File: config.mk
export PLATFORM = sky130hd
export DESIGN_NAME = hart_debug_csr_unit
export DESIGN_NICKNAME = d
export VERILOG_FILES = /design/src/rtl/dbgcsr_pkg.sv /design/src/rtl/dbg_entry_arb.sv /design/src/rtl/dbg_ctrl_reg.sv /design/src/rtl/dbg_pc_store.sv /design/src/rtl/hart_debug_csr_unit.sv
export SDC_FILE = /design/constraint.sdc
export NUM_CORES = 1
export LEC_CHECK = 0
export CORE_ASPECT_RATIO = 1.25
export CORE_UTILIZATION = 29
export DETAILED_ROUTE_END_ITERATION = 8
export DONT_BUFFER_PORTS = 1
export GPL_ROUTABILITY_DRIVEN = 0
export MAX_ROUTING_LAYER = met4
export PLACE_DENSITY = 0.41
export SLEW_MARGIN = 30
export SYNTH_ARGS = -nofsm -noshare
export SYNTH_HDL_FRONTEND = slang
export SYNTH_SLANG_ARGS = --single-unit
File: constraint.sdc
create_clock -name clk_i -period 2.45 [get_ports clk_i]
set_input_delay 0.735 -clock clk_i [delete_from_list [all_inputs] [get_ports clk_i]]
set_output_delay 0.735 -clock clk_i [all_outputs]
set_load 0.05 [all_outputs]
File: src/rtl/dbgcsr_pkg.sv
package dbgcsr_pkg;
  localparam logic [11:0] ADDR_CTRL = 12'h7B0;
  localparam logic [11:0] ADDR_RPC  = 12'h7B1;
  localparam logic [11:0] ADDR_SCR0 = 12'h7B2;
  localparam logic [3:0]  DBG_VERSION = 4'd4;

  typedef enum logic [2:0] {
    CAUSE_NONE    = 3'd0,
    CAUSE_BRK     = 3'd1,
    CAUSE_TRIG    = 3'd2,
    CAUSE_HALT    = 3'd3,
    CAUSE_STEP    = 3'd4,
    CAUSE_RSTHALT = 3'd5
  } cause_e;

  typedef enum logic [1:0] {
    PRIV_U   = 2'd0,
    PRIV_S   = 2'd1,
    PRIV_RSV = 2'd2,
    PRIV_M   = 2'd3
  } priv_e;

  typedef struct packed {
    logic   brk_m;
    logic   brk_s;
    logic   brk_u;
    logic   step_irq;
    logic   stop_cnt;
    logic   stop_tm;
    logic   mprv_en;
    logic   step;
    cause_e cause;
    priv_e  prv;
  } ctrl_t;

  function automatic priv_e legal_priv(input logic [1:0] p);
    return (p == 2'd2) ? PRIV_M : priv_e'(p);
  endfunction
endpackage

File: src/rtl/dbg_entry_arb.sv
module dbg_entry_arb
  import dbgcsr_pkg::*;
(
  input  logic   in_debug_i,
  input  priv_e  priv_i,
  input  logic   brk_i,
  input  logic   halt_i,
  input  logic   retire_i,
  input  logic   step_en_i,
  input  logic   brk_en_m_i,
  input  logic   brk_en_s_i,
  input  logic   brk_en_u_i,
  output logic   enter_o,
  output cause_e cause_o
);
  logic brk_allowed;

  always_comb begin
    unique case (priv_i)
      PRIV_U:  brk_allowed = brk_en_u_i;
      PRIV_S:  brk_allowed = brk_en_s_i;
      default: brk_allowed = brk_en_m_i;
    endcase
  end

  always_comb begin
    enter_o = 1'b0;
    cause_o = CAUSE_NONE;
    if (!in_debug_i) begin
      if (brk_i && brk_allowed) begin
        enter_o = 1'b1;
        cause_o = CAUSE_BRK;
      end else if (halt_i) begin
        enter_o = 1'b1;
        cause_o = CAUSE_HALT;
      end else if (step_en_i && retire_i) begin
        enter_o = 1'b1;
        cause_o = CAUSE_STEP;
      end
    end
  end
endmodule

File: src/rtl/dbg_ctrl_reg.sv
module dbg_ctrl_reg
  import dbgcsr_pkg::*;
#(
  parameter int XLEN = 32
) (
  input  logic            clk_i,
  input  logic            rst_i,
  input  logic            in_debug_i,
  input  logic            wr_i,
  input  logic [XLEN-1:0] wdata_i,
  input  logic            enter_i,
  input  cause_e          cause_i,
  input  logic [1:0]      priv_i,
  output ctrl_t           ctrl_o,
  output logic [XLEN-1:0] word_o
);
  ctrl_t ctrl_q;

  always_ff @(posedge clk_i) begin
    if (rst_i) begin
      ctrl_q       <= '0;
      ctrl_q.cause <= CAUSE_NONE;
      ctrl_q.prv   <= PRIV_M;
    end else begin
      if (wr_i) begin
        ctrl_q.brk_m    <= wdata_i[15];
        ctrl_q.brk_s    <= wdata_i[13];
        ctrl_q.brk_u    <= wdata_i[12];
        ctrl_q.step_irq <= wdata_i[11];
        ctrl_q.stop_cnt <= wdata_i[10];
        ctrl_q.stop_tm  <= wdata_i[9];
        ctrl_q.mprv_en  <= wdata_i[4];
        ctrl_q.step     <= wdata_i[2];
        ctrl_q.prv      <= legal_priv(wdata_i[1:0]);
      end
      if (enter_i) begin
        ctrl_q.cause <= cause_i;
        ctrl_q.prv   <= legal_priv(priv_i);
      end
    end
  end

  always_comb begin
    word_o            = '0;
    word_o[XLEN-1 -: 4] = DBG_VERSION;
    word_o[15]        = ctrl_q.brk_m;
    word_o[13]        = ctrl_q.brk_s;
    word_o[12]        = ctrl_q.brk_u;
    word_o[11]        = ctrl_q.step_irq;
    word_o[10]        = ctrl_q.stop_cnt;
    word_o[9]         = ctrl_q.stop_tm;
    word_o[8:6]       = ctrl_q.cause;
    word_o[4]         = ctrl_q.mprv_en;
    word_o[3]         = 1'b0;
    word_o[2]         = ctrl_q.step;
    word_o[1:0]       = ctrl_q.prv;
  end

  assign ctrl_o = ctrl_q;

  assert_cause_hold_R9: assert property (@(posedge clk_i) disable iff (rst_i)
    (in_debug_i && !wr_i) |=> ($stable(ctrl_q.cause) && $stable(ctrl_q.prv)));

  assert_prv_legal_R4: assert property (@(posedge clk_i) disable iff (rst_i)
    ctrl_q.prv != PRIV_RSV);
endmodule

File: src/rtl/dbg_pc_store.sv
module dbg_pc_store
  import dbgcsr_pkg::*;
#(
  parameter int XLEN          = 32,
  parameter int SCRATCH_COUNT = 1
) (
  input  logic                               clk_i,
  input  logic                               rst_i,
  input  logic                               in_debug_i,
  input  logic                               enter_i,
  input  logic [XLEN-1:0]                    pc_i,
  input  logic                               we_i,
  input  logic [11:0]                        addr_i,
  input  logic [XLEN-1:0]                    wdata_i,
  output logic [XLEN-1:0]                    rpc_o,
  output logic [SCRATCH_COUNT-1:0][XLEN-1:0] scratch_o
);
  logic [XLEN-1:0] rpc_q;

  always_ff @(posedge clk_i) begin
    if (rst_i) begin
      rpc_q <= '0;
    end else if (enter_i) begin
      rpc_q <= pc_i;
    end else if (we_i && in_debug_i && addr_i == ADDR_RPC) begin
      rpc_q <= wdata_i;
    end
  end

  for (genvar g = 0; g < SCRATCH_COUNT; g++) begin : g_scratch
    logic [XLEN-1:0] scr_q;
    always_ff @(posedge clk_i) begin
      if (rst_i) begin
        scr_q <= '0;
      end else if (we_i && in_debug_i && addr_i == (ADDR_SCR0 + 12'(g))) begin
        scr_q <= wdata_i;
      end
    end
    assign scratch_o[g] = scr_q;
  end

  assign rpc_o = rpc_q;

  assert_rpc_locked_R10: assert property (@(posedge clk_i) disable iff (rst_i)
    (!in_debug_i && !enter_i) |=> $stable(rpc_q));
endmodule

File: src/rtl/hart_debug_csr_unit.sv
module hart_debug_csr_unit
  import dbgcsr_pkg::*;
#(
  parameter int XLEN          = 32,
  parameter int SCRATCH_COUNT = 1
) (
  input  logic            clk_i,
  input  logic            rst_i,
  input  logic [11:0]     csr_addr_i,
  input  logic            csr_we_i,
  input  logic [XLEN-1:0] csr_wdata_i,
  output logic [XLEN-1:0] csr_rdata_o,
  input  logic [XLEN-1:0] pc_i,
  input  logic [1:0]      priv_i,
  input  logic            halt_req_i,
  input  logic            brk_exec_i,
  input  logic            retire_i,
  input  logic            dbg_return_i,
  output logic            dbg_mode_o,
  output logic            redirect_valid_o,
  output logic [XLEN-1:0] redirect_pc_o,
  output logic [1:0]      restore_priv_o
);
  localparam int SCR_LAST = SCRATCH_COUNT - 1;

  logic                               mode_q;
  logic                               enter;
  cause_e                             enter_cause;
  ctrl_t                              ctrl;
  logic [XLEN-1:0]                    ctrl_word;
  logic [XLEN-1:0]                    rpc;
  logic [SCRATCH_COUNT-1:0][XLEN-1:0] scratch;
  logic [XLEN-1:0]                    rd_next;
  logic                               redir_v_q;
  logic [XLEN-1:0]                    redir_pc_q;
  logic [1:0]                         redir_priv_q;
  logic [XLEN-1:0]                    rdata_q;

  dbg_entry_arb u_arb (
    .in_debug_i (mode_q),
    .priv_i     (legal_priv(priv_i)),
    .brk_i      (brk_exec_i),
    .halt_i     (halt_req_i),
    .retire_i   (retire_i),
    .step_en_i  (ctrl.step),
    .brk_en_m_i (ctrl.brk_m),
    .brk_en_s_i (ctrl.brk_s),
    .brk_en_u_i (ctrl.brk_u),
    .enter_o    (enter),
    .cause_o    (enter_cause)
  );

  dbg_ctrl_reg #(.XLEN(XLEN)) u_ctrl (
    .clk_i      (clk_i),
    .rst_i      (rst_i),
    .in_debug_i (mode_q),
    .wr_i       (csr_we_i && csr_addr_i == ADDR_CTRL),
    .wdata_i    (csr_wdata_i),
    .enter_i    (enter),
    .cause_i    (enter_cause),
    .priv_i     (priv_i),
    .ctrl_o     (ctrl),
    .word_o     (ctrl_word)
  );

  dbg_pc_store #(.XLEN(XLEN), .SCRATCH_COUNT(SCRATCH_COUNT)) u_store (
    .clk_i      (clk_i),
    .rst_i      (rst_i),
    .in_debug_i (mode_q),
    .enter_i    (enter),
    .pc_i       (pc_i),
    .we_i       (csr_we_i),
    .addr_i     (csr_addr_i),
    .wdata_i    (csr_wdata_i),
    .rpc_o      (rpc),
    .scratch_o  (scratch)
  );

  always_ff @(posedge clk_i) begin
    if (rst_i) begin
      mode_q       <= 1'b0;
      redir_v_q    <= 1'b0;
      redir_pc_q   <= '0;
      redir_priv_q <= PRIV_M;
    end else begin
      redir_v_q <= 1'b0;
      if (enter) begin
        mode_q <= 1'b1;
      end else if (dbg_return_i && mode_q) begin
        mode_q       <= 1'b0;
        redir_v_q    <= 1'b1;
        redir_pc_q   <= rpc;
        redir_priv_q <= ctrl.prv;
      end
    end
  end

  always_comb begin
    rd_next = '0;
    if (csr_addr_i == ADDR_CTRL) begin
      rd_next = ctrl_word;
    end else if (csr_addr_i == ADDR_RPC) begin
      rd_next = rpc;
    end else begin
      for (int i = 0; i <= SCR_LAST; i++) begin
        if (csr_addr_i == (ADDR_SCR0 + 12'(i))) rd_next = scratch[i];
      end
    end
  end

  always_ff @(posedge clk_i) begin
    if (rst_i) rdata_q <= '0;
    else       rdata_q <= rd_next;
  end

  assign dbg_mode_o       = mode_q;
  assign redirect_valid_o = redir_v_q;
  assign redirect_pc_o    = redir_pc_q;
  assign restore_priv_o   = redir_priv_q;
  assign csr_rdata_o      = rdata_q;

  assert_halt_enters_R5: assert property (@(posedge clk_i) disable iff (rst_i)
    (!mode_q && halt_req_i) |=> mode_q);

  assert_redirect_pulse_R11: assert property (@(posedge clk_i) disable iff (rst_i)
    redir_v_q |=> !redir_v_q);

  assert_redirect_exits_R11: assert property (@(posedge clk_i) disable iff (rst_i)
    redir_v_q |-> (!mode_q && $past(mode_q)));

  assert_no_redirect_idle_R11: assert property (@(posedge clk_i) disable iff (rst_i)
    (!mode_q && !enter) |=> !redir_v_q);
endmodule

==> results by group, run 1 <==
Die
  • Initial cell density of the core: 0.299
  • # IOs: around 150
  • Die height: between 150 and 200 µm
  • Die W: 129 µm
  • Core Area: roughly 20000 µm²
  • Die area: ~21000 µm²
  • Row Count: 57

Placed design
  • IO buf count: 0
  • Pre-CTS setup slack: -0.0817 ns
  • Post-DP HPWL: roughly 13000 µm

STA
  • Clk_skew: roughly 0.014 ns
  • Slew Limit Fails: 0
  • Relative slew slack: 0.589
  • Max Clk Rate: ~0.48 GHz
  • Final period utilization: 0.857
  • RSZ-0062 raised after global routing: no
  • Worst Tran Pin Value: 0.616 ns
  • TNS Setup: 0 ns
  • Worst setup margin: 0.351 ns
  • Final min period: ~2.1 ns
  • Final setup vio count: 0
  • Final hold violations: 0

Logic synthesis
  • Unique cell type count in the Yosys netlist: 34
  • Post-synth net total: ~770
  • Syn Area/Cell: ~8.6 µm²
  • Sequential fraction of the synthesis area: 0.496
  • Netlist Area Pre-Place: just under 6000 µm²
  • Synth warnings: 0
  • Post-Synthesis Cells: roughly 680
  • Seq cells post-synth: approximately 150

Global routing
  • Layer with the highest usage: met2
  • Initial antenna violation count: 0
  • All-Layer GR Usage: 0.196
  • GR Overflow Total: 0
  • First-pass GRT wire length: slightly below 30000 µm
  • Pin count of the biggest net entering global routing: approximately 130
  • Vias in the first global route: between 4000 and 5000
  • Met3 GRT Util: 0.0516
  • Met1 Use GR: 0.230
  • Met2 Track Usage GR: 0.319

Pwr
  • Logic pwr share: 0.053
  • Sw Ratio: 0.230
  • Maximum vdd ir drop: 0.469 mV
  • NetSw: 1.29 mW
  • P_leak: 2.28 nW
  • Flop pwr share: 0.455
  • Internal: 4.31 mW
  • Clock share of power: 0.491
  • Pwr Density: slightly above 800 nW/µm²

Clock network
  • H-tree depth: 4
  • # clock sinks: approximately 150
  • CTS tree: built
  • Clk slew on worst S/H paths: about 0.060 ns
  • Count of hold-fix buffers inserted at cts: 0
  • Number of setup buffers added after CTS: 0
  • Root buffer cell: clkbuf_16
  • Worst skew pair latency: between 0.4 and 0.5 ns
  • Post_cts resized: 0
  • Inserted Clock Buffers: 17
  • Clock buffer depth: 2

Run
  • Max cap viols: 0

Setup path
  • Crit path capture type: flop
  • CP top delay family: simple AND/OR/NAND/NOR gates
  • Slowest CP cell: or4_4
  • Critical Path AT: about 2.4 ns
  • CP Buf/Inv Count: 0
  • Flop-to-flop setup slack: roughly 0.68 ns
  • Reg2reg end: u_ctrl.ctrl_o[0]
  • R2r worst-path depth: 6
  • CP peak stage delay: 0.74 ns
  • Stages on worst setup path: 4
  • Worst setup SP type: input pin
  • Launch point of the critical path: csr_addr_i[6]
  • CP Max Fanout: 32
  • Critical Path RT: between 2 and 3 ns
  • Crit path kind: in2reg
  • Cell chain of the critical path: or4b_4, or4_4, o21ai_0, a21oi_1
  • Reg2reg start: u_ctrl.ctrl_o[10]

Detailed routing
  • WL/cell: 20.3 µm
  • DRC: 0
  • Via density: roughly 5.3
  • Initial drt markers: around 380
  • Via Count: around 5000
  • Final WL: 19100 µm
  • TritonRoute pass-1 iters: 5
  • Routed Antenna Nets: 0

Final layout
  • Final nets: 749
  • Share of layout cells above drive strength 1: 0.133
  • Commonest non-fill, non-tap cell in the layout: dfxtp_1
  • Most frequent cells in the layout: 144 x dfxtp_1, 139 x nand2_1, 68 x a21oi_1
  • Area growth from synthesis to layout: 16.9%
  • Number of diodes: 0

Hold path
  • Hold Crit Class: in2reg
  • WHS Endpoint: redirect_pc_o[22]
  • WHS Path Cells: 1
  • Worst hold start: rst_i

Outcome
  • Result of the run: completed
-- synth_stat cells --
cell type,count,area share
a2111oi_0,1,0.0015
a211oi_1,33,0.042
a21o_1,3,0.0038
a21oi_1,69,0.059
a22oi_1,31,0.040
a311o_1,1,0.0017
a311oi_1,32,0.048
a31oi_1,1,0.0011
and2_1,2,0.0021
buf_1,1,0.00064
buf_2,12,0.010
buf_6,7,0.013
clkbuf_1,49,0.031
dfxtp_1,145,0.50
inv_1,3,0.0019
mux2_2,14,0.027
mux2i_1,9,0.015
nand2_1,139,0.089
nand2b_1,3,0.0032
nand3_1,34,0.029
nand4b_1,3,0.0045
nor2_1,43,0.028
nor4_1,1,0.0011
nor4_2,1,0.0021
nor4_4,2,0.0073
o211a_1,1,0.0017
o211ai_1,1,0.0013
o21ai_0,24,0.021
o21ai_1,11,0.0094
or2_2,1,0.0011
or3b_2,1,0.0015
or4_1,1,0.0013
or4_4,1,0.0019
or4b_4,1,0.0024
-- power by group through the flow --
stage	registers, mW	clock network (mW)	logic (mW)
4_1_cts	2.55	2.83	0.302
3_5_place_dp	2.60	0	0.301
2_1_floorplan	2.58	0	0.238
6_report	2.55	2.75	0.298
3_3_place_gp	2.60	0	0.297
5_1_grt	2.56	2.93	0.330
-- flip-flops by register name (all words and copies together), names as in the netlist --
| name | count |
|---|---|
| csr_rdata_o | 32 |
| dbg_mode_o | 1 |
| redirect_pc_o | 32 |
| redirect_valid_o | 1 |
| restore_priv_o | 2 |
| u_ctrl.ctrl_o | 13 |
| u_store.rpc_o | 32 |
| u_store.scratch_o | 32 |
-- layer usage --
metal  vias to the layer above  wire, µm
met2                       172      9530
met3                        21      1180
met5                         -         0
li1                       2389         -
met4                         0       352
met1                      2377      8030
-- how the worst max path moves through the flow --
stage,endpoint,slack (ns)
after floorplan,u_store.scratch_o[11],-0.02
after global placement,u_ctrl.ctrl_o[6],-0.03
after detailed placement,u_store.scratch_o[28],-0.08
after CTS,u_store.scratch_o[28],0.36
after global routing,u_store.rpc_o[13],0.30
final,u_store.scratch_o[28],0.35
-- layout make-up --
type / instances / area, µm²
timing repair buffer: 33 / 323
fill: 2039 / 12800
multi-input combinational: 464 / 2640
clock buffer: 23 / 508
clock inverter: 9 / 126
inverter: 3 / 11.3
tap: 265 / 332
sequential: 145 / 2900
-- kinds of logic (layout without fill, tap and decap cells) --
logic type	count (synthesis)	in the layout	share of synthesized area
AOI/OAI and AO/OA	208	208	0.230
buffers and inverters	72	68	0.0577
DFF	145	145	0.496
muxes	23	23	0.0423
and+or+nand+nor	233	233	0.174
-- worst reg2reg max path: stages, from the launching register on --
cell and delay, ns:
dfxtp_1 0.33, mux2_2 0.26, o211ai_1 0.20, buf_4 0.30
a21o_1 0.21, buf_12 0.21, a311o_1 0.19
-- metrics by stage --
| stage | instance area [µm²] | power [mW] | utilization | hold WS (ns) | std cells |
|---|---|---|---|---|---|
| after floorplan | 5870 | 2.82 | - | 0.428 | 681 |
| after global placement | 6210 | 2.90 | 0.317 | 0.445 | 910 |
| after detailed placement | 6210 | 2.90 | 0.317 | 0.461 | 910 |
| after CTS | 6850 | 5.69 | 0.349 | 0.368 | 942 |
| after global routing | 6850 | 5.82 | 0.349 | 0.361 | 942 |
| final | 6850 | 5.60 | 0.349 | 0.377 | 942 |
Power figures use the tool's default switching activity.
==> run 2, diff against run 1 <==
CELL_PAD_IN_SITES_DETAIL_PLACEMENT = 0   (was default)
CELL_PAD_IN_SITES_GLOBAL_PLACEMENT = 1   (was default)
PLACE_DENSITY = 0.53   (was 0.41)
==> run 2 against run 1 <==
Against the previous run:
- flip-flop and latch count did not move
- critical path depth increased by 2
- largest power group unchanged
- sequential power about the same
==> results by group, run 2 (same netlist as run 1, synthesis figures left out) <==
Final layout
  • Sequential cell area: approximately 2900 µm²
  • Layout fillers: roughly 2000
  • Commonest non-fill, non-tap cell in the layout: dfxtp_1
  • Share of layout cells above drive strength 1: 0.131
  • Area growth from synthesis to layout: 15.9%
  • Final nets: roughly 750
  • Multi-input logic area: 2650 µm²
  • Number of diodes: 0
  • Most frequent cells in the layout: 144 x dfxtp_1, 138 x nand2_1, 68 x a21oi_1

Global routing
  • All-Layer GR Usage: 0.202
  • Initial antenna violation count: 0
  • Pin count of the biggest net entering global routing: 126
  • GR Overflow Total: 0
  • First-pass GRT wire length: approximately 30000 µm
  • Vias in the first global route: 5036

STA
  • Worst Tran Pin Value: 0.585 ns
  • Max Clk Rate: about 0.48 GHz
  • Final min period: 2.07 ns
  • Final hold violations: 0
  • Final period utilization: 0.846
  • Slew Limit Fails: 0
  • Relative slew slack: 0.610
  • RSZ-0062 raised after global routing: no
  • Worst setup margin: 0.377 ns
  • Final setup vio count: 0
  • Clk_skew: 0.0101 ns

Pwr
  • Internal: between 4 and 5 mW
  • NetSw: between 1 and 1.5 mW
  • Clock share of power: 0.474
  • Pwr Density: 800 nW/µm²
  • Logic pwr share: 0.056
  • Sw Ratio: 0.245
  • Maximum vdd ir drop: roughly 0.45 mV
  • Overall Power: around 5.4 mW
  • P_leak: about 2.2 nW
  • Flop pwr share: 0.470

Die
  • Die W: ~130 µm
  • Die area: 20800 µm²
  • Core Area: approximately 20000 µm²
  • Initial cell density of the core: 0.299
  • # IOs: 153
  • Die height: 161 µm
  • Row Count: between 50 and 60

Placed design
  • IO buf count: 0
  • Pre-CTS setup slack: -0.0694 ns
  • Post-DP HPWL: 13000 µm

Clock network
  • Worst skew pair latency: ~0.42 ns
  • # clock sinks: ~150
  • CTS tree: built
  • Post_cts resized: 0
  • Inserted Clock Buffers: 17
  • H-tree depth: 4
  • Root buffer cell: clkbuf_16
  • Count of hold-fix buffers inserted at cts: 0
  • Clock buffer depth: 2
  • Number of setup buffers added after CTS: 0
  • Clk slew on worst S/H paths: approximately 0.06 ns

Setup path
  • Crit path kind: in2reg
  • Flop-to-flop setup slack: between 0.6 and 0.7 ns
  • CP Capture Point: u_store.rpc_o[4]
  • CP Max Fanout: 17
  • CP Buf/Inv Count: 2
  • Critical Path AT: 2.40 ns
  • Reg2reg start: dbg_mode_o
  • Critical Path RT: 2.78 ns
  • R2r worst-path depth: 4
  • CP peak stage delay: ~0.55 ns
  • Launch point of the critical path: csr_addr_i[6]
  • Reg2reg end: u_store.rpc_o[26]
  • Worst setup SP type: input pin
  • Cell chain of the critical path: or4b_4, buf_12, nor4_4, buf_4, nand2_1, a311oi_1
  • CP top delay family: simple AND/OR/NAND/NOR gates
  • Stages on worst setup path: 6
  • Crit path capture type: flop
  • Slowest CP cell: or4b_4

Detailed routing
  • WL/cell: ~21 µm
  • Final WL: about 20000 µm
  • Initial drt markers: roughly 360
  • Via density: ~5.4
  • Via Count: just over 5000
  • TritonRoute pass-1 iters: 5
  • DRC: 0
  • Routed Antenna Nets: 0

Run
  • Max cap viols: 0

Hold path
  • Hold Crit Class: in2reg

Outcome
  • Result of the run: completed
==> run 2: worst reg2reg max path: cells and delay by family, from the launching register on <==
kind,cells,cell delay [ns]
buffers and inverters,2,0.70
flip-flops,1,0.52
AO/OA/AOI/OAI,2,0.47
==> run 2: power groups by stage <==
stage,sequential (mW),combinational [mW],clock (mW)
2_1_floorplan,2.58,0.238,0
3_3_place_gp,2.60,0.299,0
3_5_place_dp,2.60,0.306,0
4_1_cts,2.55,0.307,2.66
5_1_grt,2.56,0.333,2.76
6_report,2.55,0.304,2.57
==> run 2: worst min-delay path by stage <==
stage | endpoint | startpoint | cells after the start | slack, ns
4_1_cts | dbg_mode_o | rst_i | 1 | 0.37
3_3_place_gp | csr_rdata_o[30] | u_store.scratch_o[30] | 2 | 0.45
6_report | redirect_pc_o[20] | rst_i | 1 | 0.38
5_1_grt | redirect_pc_o[20] | rst_i | 1 | 0.36
3_5_place_dp | csr_rdata_o[30] | u_store.scratch_o[30] | 2 | 0.44
2_1_floorplan | csr_rdata_o[30] | u_store.scratch_o[30] | 2 | 0.43
==> run 2: layer usage <==
metal	global-route usage	vias up	share of wire
li1	-	2385	-
met1	0.226	2442	0.40
met2	0.342	197	0.51
met3	0.0543	25	0.067
met4	0.0759	0	0.020
met5	-	-	0
==> run 2: final cells by class <==
class                      instances  area share
clock inverter                    13      0.0203
clock buffer                      19      0.0667
timing repair buffer              29      0.0450
sequential                       145       0.428
multi-input combinational        464       0.390
inverter                           3     0.00166
tap                              265      0.0488
==> run 2: through the flow <==
step / hold slack (ns) / utilization / TNS, ns / cells / cell area (µm²)
after floorplan: 0.428 / - / -0.360 / 681 / 5870
after global placement: 0.450 / 0.316 / 0 / 906 / 6200
after detailed placement: 0.435 / 0.316 / -0.333 / 906 / 6200
after CTS: 0.365 / 0.346 / 0 / 938 / 6790
after global routing: 0.358 / 0.346 / 0 / 938 / 6790
final: 0.382 / 0.346 / 0 / 938 / 6790
==> run 3, diff against run 2 <==
clock period = 1.8 ns   (was 2.45 ns; I/O delays follow)
==> run 3 against run 2 <==
Against the previous run:
- hold slack worse by 0.19 ns
- register-to-register slack worse by 0.56 ns
- global-route usage is 0.45 points lower
- largest power group unchanged
==> results by group, run 3 (same netlist as run 1, synthesis figures left out) <==
Outcome
  • Result of the run: completed

Clock network
  • Clock buffer depth: 2
  • # clock sinks: ~150
  • Inserted Clock Buffers: 17
  • CTS tree: built
  • Root buffer cell: clkbuf_16
  • Clk slew on worst S/H paths: ~0.060 ns
  • Worst skew pair latency: 0.42 ns
  • H-tree depth: 4

Setup path
  • Slowest CP cell: or4b_4
  • R2r worst-path depth: 7
  • Reg2reg end: u_store.rpc_o[13]
  • CP peak stage delay: about 0.59 ns
  • Flop-to-flop setup slack: roughly 0.070 ns
  • Cell chain of the critical path: or4b_4, or4_1, buf_12, nand2_1, a311oi_2
  • CP Max Fanout: 32
  • CP Buf/Inv Count: 1
  • Critical Path RT: about 2.1 ns
  • Crit path capture type: flop
  • Reg2reg start: dbg_mode_o
  • Crit path kind: in2reg
  • Critical Path AT: between 2 and 2.5 ns
  • Worst setup SP type: input pin
  • CP top delay family: simple AND/OR/NAND/NOR gates

Final layout
  • Number of diodes: 0
  • Area growth from synthesis to layout: 22.6%
  • Final std cells w/o fill: about 950
  • Final nets: 760
  • Commonest non-fill, non-tap cell in the layout: dfxtp_1
  • Most frequent cells in the layout: 144 x dfxtp_1, 139 x nand2_1, 68 x a21oi_1
  • Final core utilization: 0.366
  • Share of layout cells above drive strength 1: 0.156

Pwr
  • Flop pwr share: 0.433
  • NetSw: between 1.5 and 2 mW
  • Pwr Density: 1120 nW/µm²
  • Internal: just over 6 mW
  • Logic pwr share: 0.057
  • P_leak: 2.41 nW
  • Clock share of power: 0.509
  • Sw Ratio: 0.224
  • Overall Power: 8.03 mW
  • Maximum vdd ir drop: between 0.6 and 0.7 mV

Global routing
  • Initial antenna violation count: 0
  • Pin count of the biggest net entering global routing: roughly 130
  • Vias in the first global route: 5130
  • All-Layer GR Usage: 0.198
  • First-pass GRT wire length: about 30000 µm
  • GR Overflow Total: 0

Die
  • Die height: 161 µm
  • Die area: slightly above 20000 µm²
  • # IOs: between 150 and 200
  • Initial cell density of the core: 0.299
  • Die W: ~130 µm
  • Row Count: 57
  • Core Area: just under 20000 µm²

Hold path
  • WHS Endpoint: redirect_pc_o[20]
  • Worst hold start: rst_i
  • WHS Path Cells: 1
  • Hold Crit Class: in2reg

Detailed routing
  • Final WL: roughly 20000 µm
  • Via density: approximately 5.2
  • Initial drt markers: between 200 and 300
  • TritonRoute pass-1 iters: 5
  • Routed Antenna Nets: 0
  • Via Count: 4994
  • DRC: 0
  • WL/cell: about 21 µm

STA
  • WHS: around 0.19 ns
  • Final setup vio count: 0
  • Relative slew slack: 0.616
  • Slew Limit Fails: 0
  • Clk_skew: between 0.009 and 0.01 ns
  • Final min period: between 1.5 and 2 ns
  • Final period utilization: 0.967
  • Final hold violations: 0
  • Worst Tran Pin Value: between 0.5 and 0.6 ns
  • TNS Setup: 0 ns
  • Max Clk Rate: 0.575 GHz

Placed design
  • Placed instance count: a little over 900
  • Post-DP HPWL: 13200 µm
  • IO buf count: 0

Run
  • Max cap viols: 0
==> run 3: repair_timing <==
| item | in CTS | in global routing |
|---|---|---|
| gates resized for setup | 0 | 8 |
| hold buffers | 0 | 0 |
| buffers inserted | 0 | 3 |
| endpoints found under the setup margin | 0 | 24 |
==> run 3: metrics by stage <==
step	instance area (µm²)	worst slack, ns
after floorplan	5970	-0.358
after global placement	6380	-0.373
after detailed placement	6380	-0.388
after CTS	7060	0.0560
after global routing	7180	-0.0207
final	7180	0.0601
==> run 3: cell type report <==
cell class                      count  area [µm²]
Tap cell                          265         332
Multi-Input combinational cell    464        2700
Timing Repair Buffer               44         544
Clock buffer                       23         478
Sequential cell                   145        2910
Inverter                            3        11.3
Clock inverter                      9         201
Fill cell                        2043       12400
==> run 3: worst max path at each step <==
stage | start | to | cells after the start
detailed placement | csr_addr_i[6] | u_store.rpc_o[19] | 5
global route | dbg_mode_o | u_store.rpc_o[25] | 7
finish | csr_addr_i[6] | u_store.rpc_o[8] | 5
floorplan | csr_addr_i[6] | u_store.rpc_o[14] | 7
CTS | csr_addr_i[6] | u_store.rpc_o[19] | 5
global placement | csr_addr_i[6] | csr_rdata_o[18] | 6
==> run 3: per-layer routing <==
metal | GRT usage | vias to the layer above | wire length (µm)
met5 | - | - | 0
met4 | 0.0701 | 0 | 327
met3 | 0.0483 | 22 | 1120
met2 | 0.343 | 148 | 10400
met1 | 0.218 | 2404 | 8130
li1 | - | 2420 | -
==> run 3: power groups by stage <==
stage / Combinational, mW / Clock, mW / Sequential, mW
after global placement: 0.445 / 0 / 3.55
after floorplan: 0.336 / 0 / 3.51
after global routing: 0.503 / 4.31 / 3.49
final: 0.461 / 4.09 / 3.48
after CTS: 0.452 / 4.18 / 3.48
after detailed placement: 0.450 / 0 / 3.55
==> run 3: worst register-to-register path: cells and delay by family (launching register included) <==
kind            cells  cell delay, ns
buf+inv             3            0.55
simple gates        3            0.46
flops               1            0.37
compound gates      1            0.26
